## src/rtl/tm_pkg.sv

```systemverilog
package tm_pkg;
   // Reference edge value for phase p at sample k.
   function automatic int tm_ref(input int slope, input int nph, input int p, input int k);
      return slope * k + (slope * p) / nph;
   endfunction
endpackage

```

## src/rtl/tm_seq.sv

```systemverilog
module tm_seq #(
   parameter int K = 8,
   parameter int P = 8,
   localparam int KI_W = $clog2(K),
   localparam int PH_W = $clog2(P)
) (
   input  logic            clk,
   input  logic            rst_n,
   input  logic            go_i,
   output logic            act_o,
   output logic [PH_W-1:0] ph_o,
   output logic [KI_W-1:0] k_o,
   output logic            last_k_o,
   output logic            last_all_o
);
   assign last_k_o   = (k_o == KI_W'(K - 1));
   assign last_all_o = last_k_o && (ph_o == PH_W'(P - 1));

   always_ff @(posedge clk or negedge rst_n) begin
      if (!rst_n) begin
         act_o <= 1'b0;
         ph_o  <= '0;
         k_o   <= '0;
      end else if (go_i) begin
         act_o <= 1'b1;
         ph_o  <= '0;
         k_o   <= '0;
      end else if (act_o) begin
         if (last_k_o) begin
            k_o  <= '0;
            ph_o <= ph_o + 1'b1;
            if (last_all_o) act_o <= 1'b0;
         end else begin
            k_o <= k_o + 1'b1;
         end
      end
   end
endmodule

```

## src/rtl/tm_sad_acc.sv

```systemverilog
module tm_sad_acc #(
   parameter int DW = 13,
   parameter int AW = 16
) (
   input  logic          clk,
   input  logic          rst_n,
   input  logic          v_i,
   input  logic [DW-1:0] d_i,
   input  logic          last_i,
   output logic [AW-1:0] tot_o,
   output logic          tot_v_o
);
   logic [AW-1:0] acc_q;

   assign tot_o   = acc_q + AW'(d_i);
   assign tot_v_o = v_i && last_i;

   always_ff @(posedge clk or negedge rst_n) begin
      if (!rst_n)   acc_q <= '0;
      else if (v_i) acc_q <= last_i ? '0 : tot_o;
   end
endmodule

```

## src/rtl/tm_min_track.sv

```systemverilog
module tm_min_track #(
   parameter int AW   = 16,
   parameter int PH_W = 3
) (
   input  logic            clk,
   input  logic            rst_n,
   input  logic            v_i,
   input  logic            first_i,
   input  logic [PH_W-1:0] ph_i,
   input  logic [AW-1:0]   err_i,
   output logic [PH_W-1:0] win_ph_o
);
   logic [AW-1:0]   best_err_q;
   logic [PH_W-1:0] best_ph_q;
   logic            take;

   // Strict less-than keeps the earlier (lower) index on a tie.
   assign take     = first_i || (err_i < best_err_q);
   assign win_ph_o = take ? ph_i : best_ph_q;

   always_ff @(posedge clk or negedge rst_n) begin
      if (!rst_n) begin
         best_err_q <= '0;
         best_ph_q  <= '0;
      end else if (v_i && take) begin
         best_err_q <= err_i;
         best_ph_q  <= ph_i;
      end
   end
endmodule

```

## src/rtl/tm_phase_est.sv

```systemverilog
module tm_phase_est #(
   parameter int SAMPLE_W  = 12,
   parameter int K         = 8,
   parameter int P         = 8,
   parameter int CNT_W     = 16,
   parameter int REF_SLOPE = 256,
   localparam int PH_W     = $clog2(P),
   localparam int KI_W     = $clog2(K),
   localparam int DW       = SAMPLE_W + 1,
   localparam int AW       = DW + KI_W,
   localparam int STAMP_W  = CNT_W + PH_W
) (
   input  logic                  clk,
   input  logic                  rst_n,
   input  logic                  start_i,
   input  logic [CNT_W-1:0]      coarse_i,
   input  logic [K*SAMPLE_W-1:0] edge_i,
   output logic                  busy_o,
   output logic                  done_o,
   output logic [STAMP_W-1:0]    stamp_o
);
   import tm_pkg::*;

   localparam int REF_MAX = REF_SLOPE * (K - 1) + (REF_SLOPE * (P - 1)) / P;

   if (P < 2 || (1 << PH_W) != P) begin : g_bad_p
      $error("P must be a power of two of at least 2");
   end
   if (K < 2) begin : g_bad_k
      $error("K must be at least 2");
   end
   if (REF_MAX >= (1 << (SAMPLE_W - 1))) begin : g_bad_ref
      $error("Reference edge does not fit in SAMPLE_W");
   end

   // Reference bank, constant per phase and sample.
   logic signed [SAMPLE_W-1:0] tmpl [P][K];
   for (genvar p = 0; p < P; p++) begin : g_ph
      for (genvar k = 0; k < K; k++) begin : g_smp
         assign tmpl[p][k] = SAMPLE_W'(tm_ref(REF_SLOPE, P, p, k));
      end
   end

   logic                       act, last_k, last_all, go;
   logic [PH_W-1:0]            ph;
   logic [KI_W-1:0]            kidx;
   logic signed [SAMPLE_W-1:0] samp_q [K];
   logic [CNT_W-1:0]           coarse_q;

   assign go = start_i && !busy_o;

   tm_seq #(.K(K), .P(P)) u_seq (
      .clk(clk), .rst_n(rst_n), .go_i(go), .act_o(act),
      .ph_o(ph), .k_o(kidx), .last_k_o(last_k), .last_all_o(last_all)
   );

   always_ff @(posedge clk or negedge rst_n) begin
      if (!rst_n) begin
         coarse_q <= '0;
         for (int k = 0; k < K; k++) samp_q[k] <= '0;
      end else if (go) begin
         coarse_q <= coarse_i;
         for (int k = 0; k < K; k++) samp_q[k] <= edge_i[k*SAMPLE_W +: SAMPLE_W];
      end
   end

   // Absolute difference of the selected sample against the selected reference.
   logic signed [SAMPLE_W-1:0] cur_s, cur_t;
   logic signed [DW-1:0]       diff;
   logic [DW-1:0]              absd;
   assign cur_s = samp_q[kidx];
   assign cur_t = tmpl[ph][kidx];
   assign diff  = {cur_s[SAMPLE_W-1], cur_s} - {cur_t[SAMPLE_W-1], cur_t};
   assign absd  = diff[DW-1] ? DW'(-diff) : DW'(diff);

   logic            v1, lastk1, fin1;
   logic [DW-1:0]   d1;
   logic [PH_W-1:0] ph1;

   always_ff @(posedge clk or negedge rst_n) begin
      if (!rst_n) begin
         v1     <= 1'b0;
         lastk1 <= 1'b0;
         fin1   <= 1'b0;
         d1     <= '0;
         ph1    <= '0;
      end else begin
         v1     <= act;
         lastk1 <= last_k;
         fin1   <= last_all;
         d1     <= absd;
         ph1    <= ph;
      end
   end

   logic [AW-1:0]   tot;
   logic            tot_v;
   logic [PH_W-1:0] win_ph;

   tm_sad_acc #(.DW(DW), .AW(AW)) u_acc (
      .clk(clk), .rst_n(rst_n), .v_i(v1), .d_i(d1), .last_i(lastk1),
      .tot_o(tot), .tot_v_o(tot_v)
   );

   tm_min_track #(.AW(AW), .PH_W(PH_W)) u_min (
      .clk(clk), .rst_n(rst_n), .v_i(tot_v), .first_i(ph1 == '0),
      .ph_i(ph1), .err_i(tot), .win_ph_o(win_ph)
   );

   always_ff @(posedge clk or negedge rst_n) begin
      if (!rst_n) begin
         done_o  <= 1'b0;
         stamp_o <= '0;
      end else begin
         done_o <= tot_v && fin1;
         if (tot_v && fin1) stamp_o <= {coarse_q, win_ph};
      end
   end

   assign busy_o = act || v1;
endmodule

```

## config.mk

```make
export PLATFORM = sky130hd
export DESIGN_NAME = tm_phase_est
export DESIGN_NICKNAME = d
export VERILOG_FILES = /design/src/rtl/tm_pkg.sv /design/src/rtl/tm_seq.sv /design/src/rtl/tm_sad_acc.sv /design/src/rtl/tm_min_track.sv /design/src/rtl/tm_phase_est.sv
export SDC_FILE = /design/constraint.sdc
export NUM_CORES = 1
export LEC_CHECK = 0
export ABC_CLOCK_PERIOD_IN_PS = 7700
export BUFFER_PORTS_ARGS = -buffer_cell sky130_fd_sc_hd__buf_2
export CAP_MARGIN = 20
export CORE_ASPECT_RATIO = 1.25
export CORE_MARGIN = 3
export CORE_UTILIZATION = 55
export DETAILED_ROUTE_END_ITERATION = 12
export PLACE_DENSITY = 0.74
export SETUP_SLACK_MARGIN = 0.4
export SLEW_MARGIN = 30
export SYNTH_ARGS = -nofsm -noshare
export SYNTH_HDL_FRONTEND = slang
export SYNTH_SLANG_ARGS = --single-unit
export TNS_END_PERCENT = 10
```

## constraint.sdc

```tcl
create_clock -name clk -period 7.7 [get_ports clk]
set_input_delay 0.77 -clock clk [delete_from_list [all_inputs] [get_ports clk]]
set_output_delay 0.77 -clock clk [all_outputs]
set_load 0.005 [all_outputs]
```

==> parameters.txt <==
Parameter                              Value

Cells and area
  Post-layout instance area ... 0.0109 sq mm
  Synthesis-to-finish area growth ... 15.4%
  N_diodes ... 0
  Post-layout nets ... 1,004
  Leading cell type in the layout, fill and taps excluded ... sky130_fd_sc_hd__dfrtp_1
  FF/Latch Area ... 0.00483 sq mm
  Non-Filler Instances ... 1,077
  Filler Cell Count ... 1,201
  Share of final-layout standard cells stronger than drive strength 1 ... 0.407
  Multi-input combinational cell area ... 0.00430 sq mm
  Commonest cells after routing, fill and taps aside ... sky130_fd_sc_hd__dfrtp_1, sky130_fd_sc_hd__mux2_2, sky130_fd_sc_hd__buf_2

Routing
  Routed vias ... 6,002
  DRC marker count from the first detailed-route iteration ... 313
  Number of nets still failing antenna checks after routing ... 0
  Avg WL per Cell ... 18.1 um
  Routed via count divided by cell count ... 5.57
  Routed WL ... 19,500 um
  Number of detailed-routing iterations run before antenna repair ... 4
  DRC ... 0

Setup path
  Top cell by count, worst path ... sky130_fd_sc_hd__a21oi_1
  Element type at the critical path start ... register
  Critical Path, Cell by Cell ... ha_1 -> a21o_1 -> a21oi_1 -> a21oi_1 -> o211ai_1 -> a21oi_1 -> or3_1 -> and2_1 -> ha_1 -> a21o_1 -> a21o_1 -> a21oi_1 -> o221ai_2 -> a21oi_4 -> mux2_2
  Max FO, Critical Path ... 28
  Biggest cell delay along the critical path ... 620 ps
  Cell depth of the worst flop-to-flop path ... 15
  Internal reg-to-reg setup slack ... 3440 ps
  Reg-to-Reg End ... u_min.best_err_q[14]
  Type of the worst setup path ... reg2reg
  Critical register-to-register path startpoint ... d1[3]
  Type of destination of the critical path ... register
  Worst path buffer plus inverter count ... 0
  Critical-path cell with the highest stage delay ... sky130_fd_sc_hd__a21oi_4
  Data required, critical path ... 8010 ps
  Arrival time of the worst setup path ... 4570 ps
  Cell class contributing the biggest share of worst-path delay ... compound AO/OA/AOI/OAI gates

Synthesis
  Netlist area before placement ... 0.00941 sq mm
  Synthesized net count ... 875
  Fraction of registers with async set/reset ... 1.00
  Number of enable flip-flop cells after synthesis ... 0
  Count of yosys warnings during synthesis ... 0
  Most used DFF post-synth ... sky130_fd_sc_hd__dfrtp_1
  Flops & latches, synth ... 193
  Mean cell area of the mapped netlist ... 13.1 sq um
  Yosys top cell area share ... 0.513
  Largest area contributor in the netlist ... sky130_fd_sc_hd__dfrtp_1
  Share of synthesized area occupied by flip-flops and latches ... 0.513
  Post-synth cell types ... 61
  Most area-consuming cells after synthesis ... sky130_fd_sc_hd__dfrtp_1, sky130_fd_sc_hd__mux2_2, sky130_fd_sc_hd__mux4_2, sky130_fd_sc_hd__ha_1, sky130_fd_sc_hd__xnor2_1
  Gate count of the mapped netlist ... 719

Global route
  Global route overflow ... 0
  Number of global-route vias before repair ... 6,654
  Number of antenna violations at the first check in global routing ... 1
  Maximum number of pins on one net before global-route repair ... 121
  Wire length of the first global-routing pass ... 32,700 um
  Tot GR Track Use ... 0.222

Flow run
  Count of max-cap constraint violations ... 0

Clock tree
  CTS Buf Count ... 17
  Clock transition at the registers of the reported paths ... 70 ps
  Hold-fix buffers, CTS ... 0
  Buffer cell driving the clock tree root ... sky130_fd_sc_hd__clkbuf_16
  Clock Sink Count ... 193
  Max Buffers Root-to-Sink ... 2
  Clock tree from TritonCTS ... built
  Number of gates resized after cts ... 0
  Depth of the CTS H-tree ... 4
  Post-CTS setup buffer count ... 0
  Insertion delay to the later sink of the worst-skew pair ... 430 ps

Timing
  Worst relative slew slack ... 0.405
  Fraction of the cycle the final worst path needs ... 0.553
  Fmax ... 235 MHz
  Setup TNS Final ... 0 ps
  Max Transition Viols Final ... 0
  Final critical path time including I/O delays and setup ... 4260 ps
  Setup repair after global routing missed its margin ... false
  Worst-case hold slack ... 361 ps
  Worst clock skew on the final layout ... 10.9 ps
  Final hold violations ... 0
  # setup viols final ... 0
  Pin slew with the least headroom to its limit ... 892 ps

Run status
  Result of the run ... finished clean

Pwr
  Power per unit of standard cell area ... 515 mW/mm^2
  Peak ir drop on the vdd network ... 0.221 mV
  Static leakage ... 5.09 nW

Floorplanning
  Overall die area ... 0.0187 sq mm
  Boundary Pins ... 136
  Number of cell rows ... 52
  Placeable core region ... 0.0165 sq mm
  Width of the die ... 123 um
  Die outline height ... 152 um
  Effective utilization at floorplan ... 0.572

Min path
  Worst hold path type ... in2async

Placed design
  Placement Cell Area ... 0.0102 sq mm
  Placer's final routability congestion estimate ... 0.870
  Half-perimeter wire length of the detailed placement result ... 14,300 um
  Placed cells ... 1,045
  Quantity of I/O buffers inserted on ports ... 135
[registers in the layout, summed over array words and instances, names as in the netlist]
register / cells
v1: 1
u_seq.k_o: 3
done_o: 1
stamp_o: 19
lastk1: 1
u_acc.acc_q: 16
fin1: 1
coarse_q: 16
samp_q: 96
d1: 13
u_seq.act_o: 1
u_min.best_err_q: 16
u_min.best_ph_q: 3
u_seq.ph_o: 3
ph1: 3
[logic make-up after synthesis]
kind of cell | Yosys count | synth area share
multiplexers | 172 | 0.239
XOR/XNOR | 28 | 0.0260
AO/OA/AOI/OAI | 103 | 0.0747
buffers and inverters | 66 | 0.0319
flip-flops | 193 | 0.513
adder cells (fa/ha/maj) | 41 | 0.0561
AND/OR/NAND/NOR | 116 | 0.0597
[power by group]
part	switching, mW	internal [mW]	leakage, nW
combinational	1.51	1.45	2.42
clock	0.400	0.492	0.289
sequential	0.271	1.48	2.38
total	2.18	3.42	5.09
[through the flow]
step                power (mW)  utilization  setup slack (ps)
global route              6.05        0.660              3090
global placement          4.55        0.622              3650
CTS                       5.64        0.659              3450
floorplan                 4.04            -              3900
finish                    5.60        0.660              3440
detailed placement        4.70        0.623              3510
[worst max path at each step]
stage / from / to / slack [ps] / cells after the start
6_report: d1[3] / u_min.best_err_q[14] / 3440 / 15
5_1_grt: u_acc.acc_q[0] / u_min.best_err_q[14] / 3090 / 16
4_1_cts: d1[3] / u_min.best_err_q[14] / 3450 / 15
3_5_place_dp: u_acc.acc_q[3] / u_min.best_err_q[11] / 3510 / 15
3_3_place_gp: d1[3] / u_min.best_err_q[11] / 3650 / 15
2_1_floorplan: d1[3] / u_min.best_err_q[13] / 3900 / 16
[cell type report]
| cell class | instances | area share |
|---|---|---|
| Tap cell | 216 | 0.0249 |
| Sequential cell | 193 | 0.444 |
| Multi-Input combinational cell | 460 | 0.395 |
| Clock buffer | 19 | 0.0398 |
| Inverter | 36 | 0.0124 |
| Timing Repair Buffer | 140 | 0.0672 |
| Clock inverter | 13 | 0.0159 |
[Yosys cell counts, drive strengths merged, types with 3 or more instances]
| cell type | n |
|---|---|
| nor2b | 7 |
| and2 | 3 |
| mux2 | 136 |
| a22o | 13 |
| nand3 | 7 |
| nor2 | 31 |
| nand2b | 5 |
| o21ai | 19 |
| mux2i | 11 |
| a31oi | 3 |
| nor3 | 9 |
| buf | 23 |
| clkbuf | 7 |
| o21a | 3 |
| and3 | 3 |
| or3 | 3 |
| a21o | 12 |
| inv | 35 |
| mux4 | 25 |
| xnor2 | 22 |
| xor2 | 6 |
| o21bai | 4 |
| nand4 | 3 |
| a211oi | 3 |
| nand2 | 40 |
| dfrtp | 193 |
| a21oi | 31 |
| ha | 39 |
[metal layers]
layer | vias to the layer above | GRT usage | wire length (um)
li1 | 2827 | - | -
met1 | 2991 | 0.259 | 7660
met2 | 136 | 0.383 | 10200
met3 | 46 | 0.0624 | 1070
met4 | 2 | 0.0871 | 579
met5 | - | 0 | 7
[worst register-to-register path, cell delays in order, from the launching register on]
cell and delay, ps:
sky130_fd_sc_hd__dfrtp_1 370, sky130_fd_sc_hd__ha_1 360, sky130_fd_sc_hd__a21o_1 210, sky130_fd_sc_hd__a21oi_1 210, sky130_fd_sc_hd__a21oi_1 130, sky130_fd_sc_hd__o211ai_1 210, sky130_fd_sc_hd__a21oi_1 120, sky130_fd_sc_hd__or3_1 360
sky130_fd_sc_hd__and2_1 180, sky130_fd_sc_hd__ha_1 300, sky130_fd_sc_hd__a21o_1 190, sky130_fd_sc_hd__a21o_1 170, sky130_fd_sc_hd__a21oi_1 160, sky130_fd_sc_hd__o221ai_2 140, sky130_fd_sc_hd__a21oi_4 620, sky130_fd_sc_hd__mux2_2 420
Power figures use the tool's default switching activity.
